## config.mk

```make
export PLATFORM = sky130hd
export DESIGN_NAME = pulse_accum
export DESIGN_NICKNAME = d
export VERILOG_FILES = /design/src/rtl/pulse_accum.sv
export SDC_FILE = /design/constraint.sdc
export NUM_CORES = 1
export LEC_CHECK = 0
export BUFFER_PORTS_ARGS = -buffer_cell sky130_fd_sc_hd__buf_4
export CAP_MARGIN = 20
export CORE_MARGIN = 5
export CORE_UTILIZATION = 25
export DETAILED_ROUTE_END_ITERATION = 8
export PLACE_DENSITY = 0.5
export REMOVE_ABC_BUFFERS = 1
export SETUP_SLACK_MARGIN = 0.02
export SYNTH_ARGS = -nofsm -noshare
export SYNTH_HDL_FRONTEND = slang
export SYNTH_SLANG_ARGS = --single-unit
```

## constraint.sdc

```tcl
create_clock -name clk -period 3.9 [get_ports clk]
set_input_delay 0.39 -clock clk [delete_from_list [all_inputs] [get_ports clk]]
set_output_delay 0.39 -clock clk [all_outputs]
set_load 0.01 [all_outputs]
```

## src/rtl/pulse_accum.sv

```systemverilog
module pulse_accum #(
  parameter int CNT_W   = 16,
  parameter int DATA_W  = 8,
  parameter int ADDR_W  = 2,
  parameter int SYNC_N  = 2
) (
  input  logic              clk,
  input  logic              rst_n,
  input  logic              pin_in,
  input  logic              presc_en,
  input  logic              bus_sel,
  input  logic              bus_wr,
  input  logic [ADDR_W-1:0] bus_addr,
  input  logic [DATA_W-1:0] bus_wdata,
  output logic [DATA_W-1:0] bus_rdata,
  output logic              irq
);
  localparam int CTL_W = 6;
  localparam logic [CNT_W-1:0] CNT_MAX = {CNT_W{1'b1}};

  logic [SYNC_N-1:0] sync_q;
  logic              pin_d;
  logic [CTL_W-1:0]  ctl_q;
  logic [1:0]        flg_q;
  logic [CNT_W-1:0]  cnt_q;

  logic pin_s, rise, fall, sel_edge, trail, gate_on;
  logic inc, set_inf, set_ovf, cnt_wr_hi, cnt_wr_lo, cnt_wr, cnt_acc;
  logic [1:0] clr, set;

  wire en    = ctl_q[0];
  wire gated = ctl_q[1];
  wire inv   = ctl_q[2];
  wire fclr  = ctl_q[3];
  wire ovie  = ctl_q[4];
  wire inie  = ctl_q[5];

  always_ff @(posedge clk or negedge rst_n)
    if (!rst_n) begin
      sync_q <= '0;
      pin_d  <= 1'b0;
    end else begin
      sync_q <= {sync_q[SYNC_N-2:0], pin_in};
      pin_d  <= sync_q[SYNC_N-1];
    end

  assign pin_s    = sync_q[SYNC_N-1];
  assign rise     = pin_s & ~pin_d;
  assign fall     = ~pin_s & pin_d;
  assign sel_edge = inv ? fall : rise;
  assign trail    = inv ? rise : fall;
  assign gate_on  = pin_s ^ inv;

  assign inc     = en & (gated ? (gate_on & presc_en) : sel_edge);
  assign set_inf = en & (gated ? trail : sel_edge);

  wire wr_any = bus_sel & bus_wr;
  wire wr_ctl = wr_any & (bus_addr == 2'd0);
  wire wr_flg = wr_any & (bus_addr == 2'd1);
  assign cnt_wr_hi = wr_any & (bus_addr == 2'd2);
  assign cnt_wr_lo = wr_any & (bus_addr == 2'd3);
  assign cnt_wr    = cnt_wr_hi | cnt_wr_lo;
  assign cnt_acc   = bus_sel & bus_addr[1] & fclr;

  assign set_ovf = inc & ~cnt_wr & (cnt_q == CNT_MAX);
  assign set     = {set_ovf, set_inf};
  assign clr     = cnt_acc ? 2'b11 : (wr_flg ? bus_wdata[1:0] : 2'b00);

  always_ff @(posedge clk or negedge rst_n)
    if (!rst_n)      ctl_q <= '0;
    else if (wr_ctl) ctl_q <= bus_wdata[CTL_W-1:0];

  always_ff @(posedge clk or negedge rst_n)
    if (!rst_n) flg_q <= '0;
    else        flg_q <= (flg_q & ~clr) | set;

  always_ff @(posedge clk or negedge rst_n)
    if (!rst_n)         cnt_q <= '0;
    else if (cnt_wr_hi) cnt_q[CNT_W-1:DATA_W] <= bus_wdata;
    else if (cnt_wr_lo) cnt_q[DATA_W-1:0]     <= bus_wdata;
    else if (inc)       cnt_q <= cnt_q + 1'b1;

  always_comb
    case (bus_addr)
      2'd0:    bus_rdata = {{(DATA_W-CTL_W){1'b0}}, ctl_q};
      2'd1:    bus_rdata = {{(DATA_W-2){1'b0}}, flg_q};
      2'd2:    bus_rdata = cnt_q[CNT_W-1:DATA_W];
      default: bus_rdata = cnt_q[DATA_W-1:0];
    endcase

  assign irq = (flg_q[1] & ovie) | (flg_q[0] & inie);

  AST_OVF_ON_WRAP: assert property (@(posedge clk) disable iff (!rst_n)
    (inc && !cnt_wr && cnt_q == CNT_MAX) |=> (flg_q[1] && cnt_q == '0));

  AST_CNT_HOLD: assert property (@(posedge clk) disable iff (!rst_n)
    (!inc && !cnt_wr) |=> $stable(cnt_q));

  AST_W1C_OVF: assert property (@(posedge clk) disable iff (!rst_n)
    (wr_flg && bus_wdata[1] && !set_ovf) |=> !flg_q[1]);

  AST_SET_WINS: assert property (@(posedge clk) disable iff (!rst_n)
    (wr_flg && bus_wdata[0] && set_inf) |=> flg_q[0]);

  AST_FAST_CLEAR: assert property (@(posedge clk) disable iff (!rst_n)
    (bus_sel && bus_addr[1] && fclr && !set_ovf && !set_inf) |=> (flg_q == 2'b00));

  AST_IDLE_DISABLED: assert property (@(posedge clk) disable iff (!rst_n)
    (!en && !cnt_wr) |=> $stable(cnt_q));

  AST_RSVD_ZERO: assert property (@(posedge clk) disable iff (!rst_n)
    (bus_addr == 2'd1) |-> (bus_rdata[DATA_W-1:2] == '0));
endmodule

```

==> results of run 1 <==
## power breakdown
group / switching, mW / total, mW / leakage [nW] / internal, mW
sequential: 0.117 / 0.475 / 0.315 / 0.358
clock: 0.0973 / 0.170 / 0.0217 / 0.0728
combinational: 0.163 / 0.343 / 0.461 / 0.180
total: 0.377 / 0.988 / 0.798 / 0.611
## sequential cells by signal (all words and copies together), names as in the netlist
signal	flops
flg_q	2
cnt_q	16
pin_d	1
ctl_q	6
sync_q	2
## routing by layer
metal	up-vias	wire length, µm	global-route usage
met2	43	2190	0.184
met3	4	314	0.0325
met4	0	42	0.0232
met1	732	2310	0.160
met5	-	0	0
li1	730	-	-
## how the worst max path moves through the flow
stage                                  endpoint  slack [ns]
final                      cnt_q[9]$_DFFE_PN0P_        1.83
after global routing       cnt_q[1]$_DFFE_PN0P_        1.71
after CTS                  cnt_q[1]$_DFFE_PN0P_        1.82
after detailed placement  cnt_q[10]$_DFFE_PN0P_        1.63
after global placement     cnt_q[1]$_DFFE_PN0P_        1.66
after floorplan            cnt_q[9]$_DFFE_PN0P_        2.02
## critical path: stages, from the launching register on
cell	delay, ns
dfrtp_1	0.45
or4b_4	0.57
o211ai_4	0.16
and2_1	0.33
o21ai_2	0.08
a221o_1	0.37
## layout make-up
class	count	share of cell area
well taps	80	0.0501
clock inverters	1	0.00375
clock buffers	3	0.0207
inverters	2	0.00375
multi-input cells	140	0.490
flip-flops and latches	27	0.338
repair buffers	25	0.0939
## metrics by stage
step           std cells  hold slack (ns)  total power, mW  cell area [µm²]
2_1_floorplan        169           0.0944            0.677             1660
3_3_place_gp         274            0.333            0.826             1950
3_5_place_dp         274            0.335            0.828             1950
4_1_cts              278           0.0166             1.00             2000
5_1_grt              278           0.0269             1.06             2000
6_report             278          0.00240            0.988             2000
## kinds of logic (layout without fill, tap and decap cells)
logic type      count (synthesis)  count (layout)  share of synthesized area
flops                          27              27                      0.394
simple gates                   72              72                      0.233
fa+ha+maj                       1               1                    0.00730
xor+xnor                        3               3                     0.0153
compound gates                 49              49                      0.209
mux                            15              15                      0.107
buf+inv                        13              31                     0.0336
## layout by cell type, fill, tap and decap left out, types with 2 or more instances in the layout
| master | count |
|---|---|
| a211oi_1 | 3 |
| nand4_1 | 4 |
| and2_1 | 3 |
| nor3_1 | 4 |
| nor2b_1 | 3 |
| mux2_2 | 6 |
| nand2_1 | 12 |
| inv_1 | 2 |
| clkbuf_8 | 3 |
| a22o_1 | 3 |
| xor2_1 | 2 |
| a22oi_1 | 3 |
| mux4_2 | 2 |
| dfrtp_1 | 27 |
| mux2i_1 | 6 |
| o22ai_1 | 2 |
| and4_1 | 3 |
| o21ai_0 | 13 |
| buf_4 | 25 |
| a311oi_1 | 4 |
| a2bb2oi_1 | 3 |
| a21oi_1 | 6 |
| and3_1 | 6 |
| nand2b_1 | 3 |
| nand3_1 | 16 |
| nand3b_1 | 2 |
| nor2_1 | 10 |
==> results_dict.tcl, run 1 <==
set metrics [dict create \
    status "finished, final reports clean" \
    cts.repair.resized 0 \
    slew_viol_final 0 \
    critPathRequiredTime_ns 4.08 \
    p_per_area_nw_per_um2 494 \
    postCtsSetupBuffers 0 \
    clock_latency_ns 0.28 \
    seqCellArea_um2 676 \
    fp.dieW_um 92.8 \
    yosysMostFrequentCell "dfrtp_1" \
    synth.top_cell.area_share 0.394 \
    multi_input_area_um2 980 \
    tns_ns 0 \
    drtIter0Drc 107 \
    clkSinkCount 27 \
    synth_top_flop_cell "dfrtp_1" \
    dieHeight_um 92.8 \
    drcViolationCount 0 \
    drive_above_1_share 0.222 \
    reg2reg_slack_ns 1.83 \
    synthTopCellsByArea "dfrtp_1 (39%), nand3_1 (4.7%), mux2_2 (3.9%)" \
    antenna_found_initial 0 \
    hold_path.class "in2async" \
    area_growth_pct 16.7 \
    cts_tree "built" \
    setup.worst_path.start "ctl_q[1]$_DFFE_PN0P_" \
    synth-seq-area-share 0.394 \
    core-area_um2 6720 \
    root_buffer "clkbuf_8" \
    leakagePower_nw 0.798 \
    grt_start_max_net_pins 28 \
    finalSetupViolCount 0 \
    hold_violations 0 \
    reg2reg_from "ctl_q[1]$_DFFE_PN0P_" \
    clkTransAtPathRegs_ns 0.10 \
    grt_use_total 0.117 \
    grt-ovfl-total 0 \
    ir_drop_v 0.000160 \
    gp_congestion 0.793 \
    max_freq_ghz 0.483 \
    drt_wl_total_um 4850 \
    cp-start-kind "register" \
    dieArea_um2 8610 \
    synth-async-reset-ratio 1.00 \
    cts_buffer_depth 2 \
    timing.final.crit_share 0.531 \
    hpwl_um 3650 \
    grt_pass1_wl_um 7920 \
    slew_headroom 0.405 \
    rsz0062_at_grt "false" \
    endpoint_kind "register" \
    nets 216 \
    ys_seq_elements 27 \
    drtPass1Iterations 4 \
    antenna_cells 0 \
    start_util 0.255 \
    synth_commonest_cells "dfrtp_1 (27), nand3_1 (16), o21ai_0 (13)" \
    avgSynthCellArea_um2 9.52 \
    rows 30 \
    post-place-ws_ns 1.63 \
    critical_path_arrival_ns 2.25 \
    ant_nets 0 \
    hold_buffers 0 \
    fillCellCount 727 \
    worst_pin_slew_ns 0.886 \
    io_buffer_count 24 \
    syn_inst 180 \
    wire_per_inst_um 17.5 \
    yosysUniqueCellTypes 50 \
    r2r_cells 5 \
    synth-edff-count 0 \
    ys.warnings.count 0 \
    grt_pass1_vias 1518 \
    r2r_end "cnt_q[9]$_DFFE_PN0P_" \
    synth.cell_area_um2 1710 \
    clock_skew_ns 0.00428 \
    cap_violations 0 \
    path_max_fanout 8 \
    vias 1509 \
    final_util 0.298 \
    ios 25 \
    cts-buffers-inserted 3 \
    vias_per_cell 5.43 \
    setup_ws_ns 1.83 \
    period_minus_slack_ns 2.07 \
    path_class "reg2reg" \
    yosys.area.top_type "dfrtp_1" \
    htree_num_levels 1 \
]
Note: power is estimated with default switching activity, not from simulation.
==> run 2, diff against run 1 <==
==> constraint.sdc (replaced) <==
create_clock -name clk -period 2.15 [get_ports clk]
set_input_delay 0.215 -clock clk [delete_from_list [all_inputs] [get_ports clk]]
set_output_delay 0.215 -clock clk [all_outputs]
set_load 0.01 [all_outputs]
==> results_dict.tcl, run 2 (synthesized netlist as in run 1, its figures left out) <==
set metrics [dict create \
    status "finished, final reports clean" \
    worst_pin_slew_ns 0.572 \
    cp-start-kind "register" \
    place_inst 282 \
    reg2reg_slack_ns 0.11 \
    instances_no_fill 287 \
    drcViolationCount 0 \
    cap_violations 0 \
    htree_num_levels 1 \
    power_frac_seq 0.467 \
    tns_ns 0 \
    grt_start_max_net_pins 28 \
    root_buffer "clkbuf_8" \
    hold_path.class "in2reg" \
    cts.repair.resized 0 \
    finalSetupViolCount 0 \
    io_buffer_count 24 \
    ant_nets 0 \
    critical_path_arrival_ns 2.21 \
    antenna_cells 0 \
    gp_congestion 0.836 \
    wire_per_inst_um 17.2 \
    dieArea_um2 8610 \
    drtPass1Iterations 4 \
    rows 30 \
    slew_headroom 0.616 \
    max_freq_ghz 0.489 \
    drtIter0Drc 121 \
    critPathRequiredTime_ns 2.32 \
    drive_above_1_share 0.251 \
    cts-buffers-inserted 3 \
    clkSinkCount 27 \
    path_class "reg2reg" \
    p_per_area_nw_per_um2 881 \
    cts_tree "built" \
    critPathMaxStageDelay_ns 0.56 \
    period_minus_slack_ns 2.04 \
    hold_violations 0 \
    grt_use_total 0.119 \
    grt_pass1_vias 1559 \
    finalPower_mw 1.82 \
    top_register "cnt_q" \
    grt-ovfl-total 0 \
    reg.largest.list "cnt_q: 16 flops, ctl_q: 6 flops" \
    endpoint_kind "register" \
    drt_wl_total_um 4950 \
    timing.final.crit_share 0.950 \
    switching_share 0.378 \
    ir_drop_v 0.000257 \
    fp.dieW_um 92.8 \
    ios 25 \
    area_growth_pct 20.7 \
    setup_ws_ns 0.107 \
    nets 225 \
    clock_latency_ns 0.28 \
    vias_per_cell 5.42 \
    path_max_fanout 8 \
    clock_skew_ns 0.00305 \
    min_path_cells 1 \
    post-place-ws_ns 0.135 \
    slowest_stage "or4b_4" \
    rsz0062_at_grt "false" \
    vias 1555 \
    power_frac_comb 0.369 \
    grt_pass1_wl_um 8200 \
    start_util 0.255 \
    layout_common_cells "buf_4 (33), dfrtp_1 (27), nand3_1 (16), o21ai_0 (13), nand2_1 (12)" \
    cp_cell_sequence "or4b_4, o211ai_4, and2_1, o21ai_2, a221o_1" \
    hpwl_um 3690 \
    r2r_cells 5 \
    core-area_um2 6720 \
    slew_viol_final 0 \
    clockPowerShare 0.163 \
    final_common_cell "buf_4" \
    p_sw_uw 687 \
    dieHeight_um 92.8 \
    cts_buffer_depth 2 \
    leakagePower_nw 0.846 \
    antenna_found_initial 0 \
    p_int_mw 1.13 \
    largest_reg_flops 16 \
    clkTransAtPathRegs_ns 0.10 \
]
run 2: cell types whose count changed in the layout (fill, tap and decap cells not counted), sizes merged:
cell | previous run | this run
buf | 25 | 33
clkinv | 0 | 1
clkinvlp | 1 | 0
dlygate4sd3 | 0 | 1
run 2: critical path, delay by kind of cell, from the launching register on:
| family | cells | cell delay [ns] |
|---|---|---|
| AOI/OAI and AO/OA | 3 | 0.59 |
| DFF | 1 | 0.44 |
| and+or+nand+nor | 2 | 0.90 |
run 2: final timing paths:
check,endpoint,start
max,cnt_q[9]$_DFFE_PN0P_,ctl_q[1]$_DFFE_PN0P_
min,sync_q[0]$_DFF_PN0_,pin_in
max reg2reg,cnt_q[9]$_DFFE_PN0P_,ctl_q[1]$_DFFE_PN0P_
min reg2reg,sync_q[1]$_DFF_PN0_,sync_q[0]$_DFF_PN0_
max in group asynchronous,cnt_q[6]$_DFFE_PN0P_,rst_n
min in group asynchronous,cnt_q[1]$_DFFE_PN0P_,rst_n
run 2: power by group through the flow:
stage	registers [mW]	logic, mW	clock network (mW)
after CTS	0.846	0.680	0.313
after detailed placement	0.857	0.674	0
final	0.850	0.672	0.297
after global placement	0.854	0.679	0
after global routing	0.872	0.746	0.331
after floorplan	0.792	0.435	0
run 2: final cells by class:
type | instances | area, µm²
inverters | 2 | 7.51
well taps | 80 | 100
fillers | 718 | 4650
repair buffers | 34 | 258
clock buffers | 3 | 41.3
flip-flops and latches | 27 | 676
multi-input cells | 140 | 980
clock inverters | 1 | 5.00
run 2: what timing repair did:
action | CTS | global route
buffers inserted | 0 | 0
hold buffers | 1 | 0
hold endpoints to repair | 27 | 0
run 2: metal layers:
| layer | track usage | part of all wire |
|---|---|---|
| met2 | 0.182 | 0.45 |
| met4 | 0.0147 | 0.0051 |
| met3 | 0.0276 | 0.056 |
| met5 | 0 | 0 |
| met1 | 0.174 | 0.49 |
run 2: through the flow:
| stage | utilization | hold WS [ns] | area [µm²] |
|---|---|---|---|
| after floorplan | - | -0.0806 | 1660 |
| after global placement | 0.299 | 0.165 | 2010 |
| after detailed placement | 0.299 | 0.164 | 2010 |
| after CTS | 0.308 | 0.0326 | 2070 |
| after global routing | 0.308 | 0.0237 | 2070 |
| final | 0.308 | 0.0382 | 2070 |
==> run 3, diff against run 2 <==
--- a/config.mk
+++ b/config.mk
@@ -10,9 +10,10 @@
 export CORE_MARGIN = 5
 export CORE_UTILIZATION = 25
 export DETAILED_ROUTE_END_ITERATION = 8
-export PLACE_DENSITY = 0.5
+export PLACE_DENSITY = 0.52
 export REMOVE_ABC_BUFFERS = 1
 export SETUP_SLACK_MARGIN = 0.02
+export SLEW_MARGIN = 25
 export SYNTH_ARGS = -nofsm -noshare
 export SYNTH_HDL_FRONTEND = slang
 export SYNTH_SLANG_ARGS = --single-unit
==> constraint.sdc (replaced) <==
create_clock -name clk -period 1.7 [get_ports clk]
set_input_delay 0.17 -clock clk [delete_from_list [all_inputs] [get_ports clk]]
set_output_delay 0.17 -clock clk [all_outputs]
set_load 0.01 [all_outputs]
==> results_dict.tcl, run 3 (synthesized netlist as in run 1, its figures left out) <==
set metrics [dict create \
    max_freq_ghz 0.554 \
    ant_nets 0 \
    grt_pass1_vias 1556 \
    p_per_area_nw_per_um2 1090 \
    setup.worst_path.start "ctl_q[2]$_DFFE_PN0P_" \
    leakagePower_nw 0.994 \
    antenna_found_initial 0 \
    instances_no_fill 313 \
    tns_ns -0.780 \
    finalSetupViolCount 15 \
    hold_violations 0 \
    gp_congestion 0.854 \
    cts_tree "built" \
    hp-start "bus_wdata[3]" \
    r2r_cells 5 \
    seqCellArea_um2 676 \
    slew_headroom 0.753 \
    io_buffer_count 24 \
    dieArea_um2 8610 \
    vias 1656 \
    clock_skew_ns 0.00330 \
    path_class "reg2reg" \
    violations "negative setup slack" \
    drcViolationCount 0 \
    drtPass1Iterations 4 \
    antenna_cells 0 \
    start_util 0.255 \
    largest_reg_flops 16 \
    fillCellCount 695 \
    top_register "cnt_q" \
    critical_path_arrival_ns 2.02 \
    status "finished with violations" \
    period_minus_slack_ns 1.81 \
    rsz0062_at_grt "true" \
    cap_violations 0 \
    path_max_fanout 7 \
    dpl-instance-area_um2 2180 \
    wire_per_inst_um 16.8 \
    fp.dieW_um 92.8 \
    cp-start-kind "register" \
    slew_viol_final 0 \
    ir_drop_v 0.000329 \
    place_inst 305 \
    grt_start_max_net_pins 28 \
    critPathRequiredTime_ns 1.92 \
    area_growth_pct 38.6 \
    grt-ovfl-total 0 \
    cts_buffer_depth 2 \
    drtIter0Drc 82 \
    cts-buffers-inserted 3 \
    root_buffer "clkbuf_8" \
    clkSinkCount 27 \
    reg.largest.list "cnt_q: 16 flops, ctl_q: 6 flops" \
    clock_latency_ns 0.27 \
    min_path_cells 3 \
    grt_use_total 0.122 \
    hpwl_um 4000 \
    fin_area_um2 2370 \
    drt_wl_total_um 5270 \
    rows 30 \
    hold_path.class "in2reg" \
    worst_pin_slew_ns 0.370 \
    finalHoldWorstSlack_ns 0.138 \
    endpoint_kind "register" \
    ios 25 \
    clkTransAtPathRegs_ns 0.10 \
    core-area_um2 6720 \
    timing.final.crit_share 1.06 \
    final_common_cell "buf_4" \
    drive_above_1_share 0.386 \
    nets 251 \
    setup_ws_ns -0.106 \
    layout_common_cells "buf_4 (52), dfrtp_1 (27), nand3_1 (14), nand2_1 (12), o21ai_0 (11)" \
    htree_num_levels 1 \
    dieHeight_um 92.8 \
    vias_per_cell 5.29 \
    grt_pass1_wl_um 8420 \
    multi_input_area_um2 1070 \
    reg2reg_from "ctl_q[2]$_DFFE_PN0P_" \
]
run 3: cell types whose count changed in the layout (fill, tap and decap cells not counted), sizes merged:
| cell | delta |
|---|---|
| clkbuf | +1 |
| dlygate4sd3 | +1 |
| buf | +25 |
| clkinv | -1 |
run 3: final cells by class:
type,instances,share of cell area
Inverter,2,0.00316
Timing Repair Buffer,60,0.201
Clock buffer,4,0.0190
Multi-Input combinational cell,140,0.450
Tap cell,80,0.0422
Sequential cell,27,0.285
run 3: worst max-delay path, stage by stage, from the launching register on:
cell,delay (ns)
dfrtp_1,0.41
or4b_4,0.53
o211ai_4,0.15
nand3_2,0.14
or4_1,0.41
nand3_1,0.10
run 3: path summary, 6_finish.rpt:
path | to | slack, ns
worst max register to register | cnt_q[14]$_DFFE_PN0P_ | -0.11
max in group asynchronous | cnt_q[11]$_DFFE_PN0P_ | 1.08
min in group asynchronous | cnt_q[1]$_DFFE_PN0P_ | 0.35
worst min register to register | sync_q[1]$_DFF_PN0_ | 0.36
worst min-delay path | cnt_q[11]$_DFFE_PN0P_ | 0.14
worst max-delay path | cnt_q[14]$_DFFE_PN0P_ | -0.11
run 3: power by group:
part           switching (mW)  internal, mW
logic                   0.537         0.656
registers               0.194         0.822
clock network           0.210         0.168
run 3: repair_timing:
action,in CTS,in global routing
pin swaps,12,5
setup endpoints to repair,15,18
resized for setup,12,13
hold endpoints to repair,28,0
buffers inserted,1,1
hold buffers,2,0
run 3: stage by stage:
| stage | setup WS (ns) | total power, mW | utilization |
|---|---|---|---|
| final | -0.106 | 2.59 | 0.353 |
| after global routing | -0.168 | 2.77 | 0.353 |
| after CTS | -0.0952 | 2.55 | 0.343 |
| after detailed placement | -0.119 | 2.10 | 0.325 |
| after global placement | -0.0893 | 2.10 | 0.325 |
| after floorplan | -0.178 | 1.55 | - |
run 3: layer usage:
layer,part of all wire,track usage
met1,0.47,0.175
met2,0.48,0.191
met3,0.053,0.0284
met4,0.0046,0.0183
met5,0,0
